===== src/rtl/rffe_pkg.sv =====
package rffe_pkg;

    typedef enum logic [2:0] {
        ST_OFF  = 3'd0,
        ST_CFG  = 3'd1,
        ST_RX   = 3'd2,
        ST_TX   = 3'd3,
        ST_FUSE = 3'd4
    } rffe_state_e;

    typedef enum logic [2:0] {
        SC_WAKE     = 3'd0,
        SC_PATH_ON  = 3'd1,
        SC_PATH_OFF = 3'd2,
        SC_SLEEP    = 3'd3,
        SC_FUSE     = 3'd4
    } settle_cls_e;

    typedef struct packed {
        rffe_state_e st;
        logic        conflict;
        logic        clr;
    } fsm_reg_t;

    // Convert a time budget in ns to whole clock cycles, rounded up, minimum 1.
    function automatic int unsigned ns_to_cyc(input int unsigned t_ns, input int unsigned mhz);
        int unsigned c;
        c = (t_ns * mhz + 999) / 1000;
        if (c == 0) c = 1;
        return c;
    endfunction

endpackage


===== src/rtl/rffe_req_merge.sv =====
module rffe_req_merge (
    input  logic rx_pin,
    input  logic rx_bit,
    input  logic tx_pin,
    input  logic tx_bit,
    output logic rx_req,
    output logic tx_req,
    output logic both_req
);
    always_comb begin
        rx_req   = rx_pin | rx_bit;
        tx_req   = tx_pin | tx_bit;
        both_req = rx_req & tx_req;
    end
endmodule


===== src/rtl/rffe_settle_timer.sv =====
module rffe_settle_timer
    import rffe_pkg::*;
#(
    parameter int unsigned CYC_WAKE     = 175,
    parameter int unsigned CYC_PATH_ON  = 105,
    parameter int unsigned CYC_PATH_OFF = 30,
    parameter int unsigned CYC_SLEEP    = 100,
    parameter int unsigned CYC_FUSE     = 10
) (
    input  logic        clk,
    input  logic        rst_n,
    input  logic        start,
    input  settle_cls_e cls,
    output logic        settled
);
    localparam int unsigned MAX_A   = (CYC_WAKE > CYC_PATH_ON) ? CYC_WAKE : CYC_PATH_ON;
    localparam int unsigned MAX_B   = (CYC_PATH_OFF > CYC_SLEEP) ? CYC_PATH_OFF : CYC_SLEEP;
    localparam int unsigned MAX_AB  = (MAX_A > MAX_B) ? MAX_A : MAX_B;
    localparam int unsigned CYC_MAX = (MAX_AB > CYC_FUSE) ? MAX_AB : CYC_FUSE;
    localparam int          CW      = $clog2(CYC_MAX + 1);

    typedef struct packed {
        logic          busy;
        logic [CW-1:0] cnt;
    } tmr_t;

    tmr_t          tmr_d, tmr_q;
    logic [CW-1:0] lim;

    always_comb begin
        case (cls)
            SC_WAKE:     lim = CW'(CYC_WAKE - 1);
            SC_PATH_ON:  lim = CW'(CYC_PATH_ON - 1);
            SC_PATH_OFF: lim = CW'(CYC_PATH_OFF - 1);
            SC_SLEEP:    lim = CW'(CYC_SLEEP - 1);
            default:     lim = CW'(CYC_FUSE - 1);
        endcase
    end

    always_comb begin
        tmr_d = tmr_q;
        if (start) begin
            tmr_d.busy = 1'b1;
            tmr_d.cnt  = lim;
        end else if (tmr_q.busy) begin
            if (tmr_q.cnt == '0) tmr_d.busy = 1'b0;
            else                 tmr_d.cnt  = tmr_q.cnt - 1'b1;
        end
    end

    always_ff @(posedge clk or negedge rst_n) begin
        if (!rst_n) tmr_q <= '0;
        else        tmr_q <= tmr_d;
    end

    assign settled = ~tmr_q.busy;

endmodule


===== src/rtl/rffe_path_decode.sv =====
module rffe_path_decode
    import rffe_pkg::*;
(
    input  rffe_state_e st,
    input  logic        ant_sel,
    output logic        lna_en,
    output logic        pa_en,
    output logic        ant1_en,
    output logic        ant2_en
);
    logic path_live;

    always_comb begin
        lna_en    = (st == ST_RX);
        pa_en     = (st == ST_TX);
        path_live = lna_en | pa_en;
        ant1_en   = path_live & ~ant_sel;
        ant2_en   = path_live &  ant_sel;
    end
endmodule


===== src/rtl/rffe_state_ctrl.sv =====
module rffe_state_ctrl
    import rffe_pkg::*;
#(
    parameter int unsigned CLK_MHZ     = 10,
    parameter int unsigned WAKE_NS     = 17500,
    parameter int unsigned PATH_ON_NS  = 10500,
    parameter int unsigned PATH_OFF_NS = 3000,
    parameter int unsigned SLEEP_NS    = 10000,
    parameter int unsigned FUSE_NS     = 1000,
    parameter int unsigned KEY_W       = 4,
    parameter logic [KEY_W-1:0] KEY_OPEN  = '1,
    parameter logic [KEY_W-1:0] KEY_CLOSE = '0
) (
    input  logic             clk,
    input  logic             rst_n,
    input  logic             pwr_on,
    input  logic             rx_pin,
    input  logic             tx_pin,
    input  logic             rx_bit,
    input  logic             tx_bit,
    input  logic             fuse_arm,
    input  logic             key_wr,
    input  logic [KEY_W-1:0] key_val,
    input  logic             ant_sel,
    output logic [2:0]       rf_state,
    output logic             lna_en,
    output logic             pa_en,
    output logic             ant1_en,
    output logic             ant2_en,
    output logic             regs_clr,
    output logic             settled,
    output logic             req_conflict
);
    localparam int unsigned CYC_WAKE     = ns_to_cyc(WAKE_NS, CLK_MHZ);
    localparam int unsigned CYC_PATH_ON  = ns_to_cyc(PATH_ON_NS, CLK_MHZ);
    localparam int unsigned CYC_PATH_OFF = ns_to_cyc(PATH_OFF_NS, CLK_MHZ);
    localparam int unsigned CYC_SLEEP    = ns_to_cyc(SLEEP_NS, CLK_MHZ);
    localparam int unsigned CYC_FUSE     = ns_to_cyc(FUSE_NS, CLK_MHZ);

    logic        rx_req, tx_req, both_req;
    logic        key_open, key_close;
    logic        moved;
    settle_cls_e cls;
    fsm_reg_t    fsm_d, fsm_q;

    rffe_req_merge u_req (
        .rx_pin   (rx_pin),
        .rx_bit   (rx_bit),
        .tx_pin   (tx_pin),
        .tx_bit   (tx_bit),
        .rx_req   (rx_req),
        .tx_req   (tx_req),
        .both_req (both_req)
    );

    assign key_open  = key_wr & fuse_arm & (key_val == KEY_OPEN);
    assign key_close = key_wr & (key_val == KEY_CLOSE);

    // Next-state computation
    always_comb begin
        fsm_d          = fsm_q;
        fsm_d.clr      = 1'b0;
        fsm_d.conflict = 1'b0;
        if (!pwr_on) begin
            fsm_d.st = ST_OFF;
        end else begin
            case (fsm_q.st)
                ST_OFF: begin
                    fsm_d.st  = ST_CFG;
                    fsm_d.clr = 1'b1;
                end
                ST_CFG: begin
                    if (both_req)      fsm_d.conflict = 1'b1;
                    else if (rx_req)   fsm_d.st = ST_RX;
                    else if (tx_req)   fsm_d.st = ST_TX;
                    else if (key_open) fsm_d.st = ST_FUSE;
                end
                ST_RX: begin
                    fsm_d.conflict = both_req;
                    if (both_req || !rx_req) fsm_d.st = ST_CFG;
                end
                ST_TX: begin
                    fsm_d.conflict = both_req;
                    if (both_req || !tx_req) fsm_d.st = ST_CFG;
                end
                ST_FUSE: begin
                    if (key_close) fsm_d.st = ST_CFG;
                end
                default: fsm_d.st = ST_OFF;
            endcase
        end
    end

    // Settling class of the change about to happen
    always_comb begin
        moved = (fsm_d.st != fsm_q.st);
        if (fsm_d.st == ST_OFF)
            cls = SC_SLEEP;
        else if (fsm_q.st == ST_OFF)
            cls = SC_WAKE;
        else if (fsm_d.st == ST_FUSE || fsm_q.st == ST_FUSE)
            cls = SC_FUSE;
        else if (fsm_d.st == ST_RX || fsm_d.st == ST_TX)
            cls = SC_PATH_ON;
        else
            cls = SC_PATH_OFF;
    end

    always_ff @(posedge clk or negedge rst_n) begin
        if (!rst_n) begin
            fsm_q.st       <= ST_OFF;
            fsm_q.conflict <= 1'b0;
            fsm_q.clr      <= 1'b0;
        end else begin
            fsm_q <= fsm_d;
        end
    end

    rffe_settle_timer #(
        .CYC_WAKE     (CYC_WAKE),
        .CYC_PATH_ON  (CYC_PATH_ON),
        .CYC_PATH_OFF (CYC_PATH_OFF),
        .CYC_SLEEP    (CYC_SLEEP),
        .CYC_FUSE     (CYC_FUSE)
    ) u_timer (
        .clk     (clk),
        .rst_n   (rst_n),
        .start   (moved),
        .cls     (cls),
        .settled (settled)
    );

    rffe_path_decode u_path (
        .st      (fsm_q.st),
        .ant_sel (ant_sel),
        .lna_en  (lna_en),
        .pa_en   (pa_en),
        .ant1_en (ant1_en),
        .ant2_en (ant2_en)
    );

    assign rf_state     = fsm_q.st;
    assign regs_clr     = fsm_q.clr;
    assign req_conflict = fsm_q.conflict;

endmodule


===== config.mk =====
export PLATFORM = sky130hd
export DESIGN_NAME = rffe_state_ctrl
export DESIGN_NICKNAME = d
export VERILOG_FILES = /design/src/rtl/rffe_pkg.sv /design/src/rtl/rffe_req_merge.sv /design/src/rtl/rffe_settle_timer.sv /design/src/rtl/rffe_path_decode.sv /design/src/rtl/rffe_state_ctrl.sv
export SDC_FILE = /design/constraint.sdc
export NUM_CORES = 1
export LEC_CHECK = 0
export CORE_AREA = 2 2 51 62
export DETAILED_ROUTE_END_ITERATION = 10
export DIE_AREA = 0 0 53 64
export DONT_BUFFER_PORTS = 1
export SYNTH_ARGS = -nofsm -noshare
export SYNTH_HDL_FRONTEND = slang
export SYNTH_HIERARCHICAL = 1
export SYNTH_SLANG_ARGS = --single-unit

===== constraint.sdc =====
create_clock -name clk -period 2.5 [get_ports clk]
set_input_delay 0.5 -clock clk [delete_from_list [all_inputs] [get_ports clk]]
set_output_delay 0.5 -clock clk [all_outputs]
set_load 0.02 [all_outputs]

Word-level counts from Yosys, hierarchy flattened:

Cells that the tools add are included.

* flip-flop bits (word level): 14
* input port bits: 14

* multiplexer cells: 22
* reduce and logical (&&, ||, !) cells: 14
* bitwise gates (word level): 11
* add/subtract/negate cells: 1
* eq/ne operators: 13

Operator list (number)
* 2-to-1 mux 3 bit: 11
* case mux 8 bit (4 select lines): 1
* equality test 3 x 2 -> 1 bit (second input constant): 6
* 2-to-1 mux 9 bit: 2
* case mux 3 bit (5 select lines): 1
* logical NOT 3 bit: 3
* logical NOT 8 bit: 1
* 2-to-1 mux 8 bit: 1
* subtractor 8 x 1 -> 8 bit (second input constant): 1
* AND 1 bit: 6
* equality test 3 x 1 -> 1 bit (second input constant): 2
* equality test 3 bit (second input constant): 2
* equality test 4 bit (second input constant): 1
* logical NOT 4 bit: 1
* logical OR 1 bit: 4
* 2-to-1 mux 2 bit: 2
* 2-to-1 mux 1 bit: 3
* != test 3 bit: 1
* OR 1 bit: 3
* logical NOT 1 bit: 2
* != test 2 bit (second input constant): 1
* NOT 1 bit: 2
* case mux 1 bit (2 select lines): 1
* AND reduction 2 bit: 1
* other kinds (2): 2

Longest topological paths before layout:

* depth in word-level cells: 17
* gate-level depth with buffers: 10

By module:

The synthesis kept the hierarchy.

Modules (own cells, without submodules)
* rffe_settle_timer: cells each 61, area each 583.1 µm², instances 1
* rffe_state_ctrl: cells each 50, area each 432.9 µm², instances 1
* rffe_path_decode: cells each 4, area each 32.5 µm², instances 1
* rffe_req_merge: cells each 3, area each 21.3 µm², instances 1

Worst setup path before layout:

OpenSTA, ideal clock, no wires.

* path kind: input to register
* start point: input rx_bit
* end point: register u_timer/tmr_q[1] (netlist bit)
* path slack: -0.043 ns
* stages: 10
* arrival: 2.463 ns
* buffers on the path: 1
* setup time: 0.079 ns
* cell sequence: or2_1 -> nor4bb_1 -> and4_2 -> nand2_1 -> o21a_1 -> o211ai_1 -> clkbuf_1 -> inv_1 -> a32oi_1 -> mux2i_1

* elaborated cells between the ends (all ways): 31

RTL lines
* from (decl): line rffe_state_ctrl.sv:19 `input logic rx_bit,`
* OR 1 bit *: line rffe_req_merge.sv:11 `rx_req = rx_pin | rx_bit;`
* AND 1 bit or logical NOT 1 bit (tied branches): line rffe_req_merge.sv:13, rffe_state_ctrl.sv:80
* logical OR 1 bit (on tied branches): line rffe_state_ctrl.sv:84, rffe_state_ctrl.sv:80
* 2-to-1 mux 3 bit (on tied branches): line rffe_state_ctrl.sv:84, rffe_state_ctrl.sv:80
* case mux 3 bit (5 select lines) *: line rffe_state_ctrl.sv:67 `case (fsm_q.st)`
* 2-to-1 mux 3 bit *: line rffe_state_ctrl.sv:64 `if (!pwr_on) begin`
* != test 3 bit *: line rffe_state_ctrl.sv:96 `moved = (fsm_d.st != fsm_q.st);`
* via moved: line rffe_state_ctrl.sv:42 `logic moved;`
* != test 2 bit (no line) or nonzero test 2 bit (tied branches)
* AND reduction 2 bit (no line)
* to (signal assigned): line rffe_settle_timer.sv:53 `else tmr_q <= tmr_d;`
* to (decl): line rffe_settle_timer.sv:27 `tmr_t tmr_d, tmr_q;`

The timed path passes the listed nets; every way through them passes the cells marked *.
A chain may end at the register's enable or synchronous reset.

Worst setup path after layout:

* start point: register, netlist name rf_state[0]
* end point: register u_timer/tmr_q[0] (netlist bit)

* elaborated cells between the ends (all ways): 34

RTL lines
* 2-to-1 mux 3 bit: line rffe_state_ctrl.sv:76 `else if (key_open) fsm_d.st = ST_FUSE;`
* 2-to-1 mux 3 bit: line rffe_state_ctrl.sv:75 `else if (tx_req) fsm_d.st = ST_TX;`
* 2-to-1 mux 3 bit: line rffe_state_ctrl.sv:74 `else if (rx_req) fsm_d.st = ST_RX;`
* 2-to-1 mux 3 bit: line rffe_state_ctrl.sv:73 `if (both_req) fsm_d.conflict = 1'b1;`
* case mux 3 bit (5 select lines): line rffe_state_ctrl.sv:67
* 2-to-1 mux 3 bit: line rffe_state_ctrl.sv:64
* != test 3 bit *: line rffe_state_ctrl.sv:96
* via moved: line rffe_state_ctrl.sv:42
* != test 2 bit (no line) or nonzero test 2 bit (tied branches)
* AND reduction 2 bit (no line)

Marked as above.

==> metrics.sh <==
STATUS='finished, final reports clean'
PLACEDINSTANCEAREA_UM2=1160
ROUTED-VIA-COUNT=995
FINAL_SETUP_FAILS=0
CTSHTREEMAXLEVEL=1
DETAILEDPLACE.WORSTSLACK_NS=-0.0664
FINAL-HOLD-VIOLATION-COUNT=0
AREAGROWTHSYNTHTOFINISH_PCT=14.0
SEQUENTIAL_FRACTION_OF_THE_SYNTHESIS_AREA_PCT=32.7
GP_CONGESTION=0.830
STD_CELL_ROWS=21
FMAXACHIEVABLE_MHz=444
TOTAL_POWER_W=0.000969
LAYOUT-DRIVE-GT1-SHARE_PCT=20.0
N_ANTENNA_CELL=0
PLACE.DETAILED.HPWL_UM=2040
WORSTPATHMAXFANOUT=7
WORSTMARGINPINSLEW_NS=0.682
YS_WARN_COUNT=6
ANTENNA_FOUND_INITIAL=0
P_PER_AREA_nW_PER_UM2=794
SYN-INSTANCE-COUNT=118
TOTAL_DETAILED_ROUTING_WIRELENGTH_UM=2700
FINAL_NET_COUNT=146
CP.BUFFERS_INVERTERS=2
DRTITER0DRC=29
DRV_SLEW=0
DESIGN_AREA_UM2=1220
POST_SYNTH_MOST_FREQUENT_CELLS='14 x sky130_fd_sc_hd__dfrtp_1, 8 x sky130_fd_sc_hd__nand2_1, 7 x sky130_fd_sc_hd__nor3b_1'
CTS_NUM_SINKS=14
POSTLAYOUTSETUPSLACKWORST_NS=0.247
POST-ROUTE-MIN-PERIOD_NS=2.25
CTS_TREE='done'
YS_DOMINANT_REG_CELL='sky130_fd_sc_hd__dfrtp_1'
MIN-DELAY-PATH-CLASS='input port to flip-flop'
CRITPATHMAXSTAGEDELAY_NS=0.46
DRT_PRE_ANTENNA_ITERS=4
DRT_DRC_VIOLATIONS_LEFT=0
PEAKVDDDROP_mV=0.358
MAXIMUM_NUMBER_OF_PINS_ON_ONE_NET_BEFORE_GLOBAL_ROUTE_REPAIR=15
CRIT_PATH_TOP_DELAY_CELL='sky130_fd_sc_hd__dfrtp_1'
VIA_COUNT_OF_THE_FIRST_GLOBAL_ROUTING_PASS=991
POST_SYNTH_INSTANCE_AREA_UM2=1070
CLOCK_PATH_BUFFERS=2
POSTSYNTHREGISTERBITS=14
SYN_AVG_CELL_AREA_UM2=9.07
CLOCKROOTBUFFER='sky130_fd_sc_hd__clkbuf_4'
TOP_CELLS_BY_AREA_IN_THE_SYNTHESIZED_NETLIST='sky130_fd_sc_hd__dfrtp_1 33%, sky130_fd_sc_hd__nor3b_1 4.9%, sky130_fd_sc_hd__nor3_1 2.8%'
CPLARGESTDELAYFAMILY='compound AO/OA/AOI/OAI gates'
YOSYSTOPAREACELL='sky130_fd_sc_hd__dfrtp_1'
DRT.ANTENNA.VIOLATING_NETS=0
FINALCOREUTILIZATION_PCT=44.2
GRT_SETUP_UNREPAIRED='false'
WORSTSETUPPATHTYPE='flip-flop to flip-flop'
GLOBAL_ROUTE.OVERFLOW_TOTAL=0
VIAS_PER_INST=6.07
FIN_CRIT_SH_PCT=90.1
POSTSYNTHNETCOUNT=133
SYNTH_ASYNC_SR_FLOP_SHARE_PCT=100
PLACEMENT.IO_BUFFERS=0
NUMBER_OF_PORTS_PLACED_ON_THE_DIE_BOUNDARY=24
STARTING_UTILIZATION_OF_THE_CORE_AREA_PCT=38.8
SEQCELLAREA_UM2=350
YOSYSMOSTFREQUENTCELL='sky130_fd_sc_hd__dfrtp_1'
MULTI_INPUT_AREA_UM2=683
CRIT_PATH_END_KIND='flip-flop'
INSERTION_DELAY_NS=0.28
WORST_EP_REQUIRED_TIME_NS=2.65
STARTPOINT_TYPE='flip-flop'
MAX_CAPACITANCE_VIOLATION_TOTAL=0
MAX-SLEW-MARGIN-REL_PCT=54.1
NUM-FILL-CELLS=297
WORST_SETUP_HOLD_PATH_CLK_SLEW_NS=0.09
CTS-BUFFERS-INSERTED=3
LEAKAGEPOWER_nW=0.532
WORSTPATHARRIVAL_NS=2.40
FP.DIEW_UM=53
CORE-AREA_UM2=2760
GR-USAGE-ALL-LAYERS_PCT=17.6
SYNTH_TOP_AREA_SHARE_PCT=32.7
SYNTH_EDF_COUNT=0
DESIGN.DIE.AREA_UM2=3390
CRITICAL_PATH.CELL_CHAIN='buf_4, o21a_1, a21o_1, a22oi_1, o21a_1, o211ai_1, buf_4, or3_1, o31ai_1, nor3_1'
SYNTH.LIB_CELLS_USED.DISTINCT=56
GRT_FIRST_PASS_WIRELENGTH_UM=4530
POST_CTS_SETUP_BUFFER_COUNT=0
FIN_WORST_SKEW_NS=0.00341
FLOORPLAN.DIE.HEIGHT_UM=64
DETAIL_ROUTE.WL_PER_CELL_UM=16.5
[layout by cell type (no fill, tap or decap), types with 2 or more instances in the layout]
master / synthesis / layout
sky130_fd_sc_hd__dfrtp_1: 14 / 14
sky130_fd_sc_hd__o21ai_0: 6 / 6
sky130_fd_sc_hd__nand2_1: 8 / 8
sky130_fd_sc_hd__nand3_1: 2 / 2
sky130_fd_sc_hd__nor3b_1: 7 / 6
sky130_fd_sc_hd__nor3_1: 6 / 6
sky130_fd_sc_hd__inv_1: 6 / 6
sky130_fd_sc_hd__buf_4: 0 / 10
sky130_fd_sc_hd__nor2b_1: 2 / 2
sky130_fd_sc_hd__o211ai_1: 3 / 3
sky130_fd_sc_hd__o21a_1: 4 / 4
sky130_fd_sc_hd__and3b_1: 2 / 2
sky130_fd_sc_hd__clkbuf_4: 0 / 3
sky130_fd_sc_hd__or3_1: 2 / 2
sky130_fd_sc_hd__or4b_4: 2 / 2
sky130_fd_sc_hd__or2b_2: 2 / 2
sky130_fd_sc_hd__nor2_1: 5 / 5
sky130_fd_sc_hd__or2_1: 2 / 2
sky130_fd_sc_hd__a21o_1: 2 / 2
sky130_fd_sc_hd__a21oi_1: 4 / 4
[per-stage QoR]
stage / setup TNS [ns] / hold WS (ns) / cells
CTS: 0 / 0.362 / 164
global route: 0 / 0.363 / 164
global placement: 0 / 0.205 / 159
finish: 0 / 0.369 / 164
detailed placement: -0.0664 / 0.205 / 159
floorplan: 0 / 0.204 / 118
[sequential cells by signal, indices dropped and copies added, names as in the netlist]
name and flops:
rf_state 3, regs_clr 1, req_conflict 1, u_timer/tmr_q 9
[worst reg2reg max path: cells and delay by family, from the launching register on]
| family | cells | cell delay [ns] |
|---|---|---|
| flip-flops | 1 | 0.46 |
| AND/OR/NAND/NOR | 2 | 0.39 |
| AO/OA/AOI/OAI | 6 | 0.86 |
| buffers and inverters | 2 | 0.40 |
[worst paths after layout]
kind	start	endpoint	slack [ns]	depth (start not counted)
min in group asynchronous	rst_n	u_timer/tmr_q[6]	0.68	1
setup reg to reg	rf_state[0]	u_timer/tmr_q[0]	0.25	10
hold / removal	pwr_on	rf_state[0]	0.37	2
hold reg to reg	u_timer/tmr_q[1]	u_timer/tmr_q[1]	0.58	2
max in group asynchronous	rst_n	u_timer/tmr_q[0]	1.40	1
setup / recovery	rf_state[0]	u_timer/tmr_q[0]	0.25	10
[what timing repair did]
item,4_1_cts,5_1_grt
hold endpoints to repair,14,0
gates resized for setup,0,2
hold buffers,1,0
endpoints found under the setup margin,0,3
[power by group]
part,internal (W),total (W),switching (W),leakage [nW]
clock network,0.0000886,0.000168,0.0000799,0.0210
registers,0.000294,0.000388,0.0000941,0.170
logic,0.000195,0.000413,0.000218,0.342
total,0.000577,0.000969,0.000392,0.532
[cells by family after synthesis]
logic type	synth area share [%]
multiplexers	0.936
buffers and inverters	4.56
flip-flops	32.7
adder cells (fa/ha/maj)	1.17
AO/OA/AOI/OAI	27.0
XOR/XNOR	0.819
AND/OR/NAND/NOR	32.8
[layout make-up]
type                    instances  area share [%]
multi-input cells              95            56.0
flip-flops and latches         14            28.7
repair buffers                 11            6.97
well taps                      34            3.49
clock buffers                   4            2.97
inverters                       6            1.85
[per-layer routing]
metal | routed length [µm] | vias up | global-route usage [%]
met1 | 1150 | 489 | 21.6
met2 | 1430 | 23 | 30.8
li1 | - | 481 | -
met3 | 93 | 2 | 2.57
met4 | 21 | 0 | 5.77
met5 | 0 | - | 0
Power figures use the tool's default switching activity.
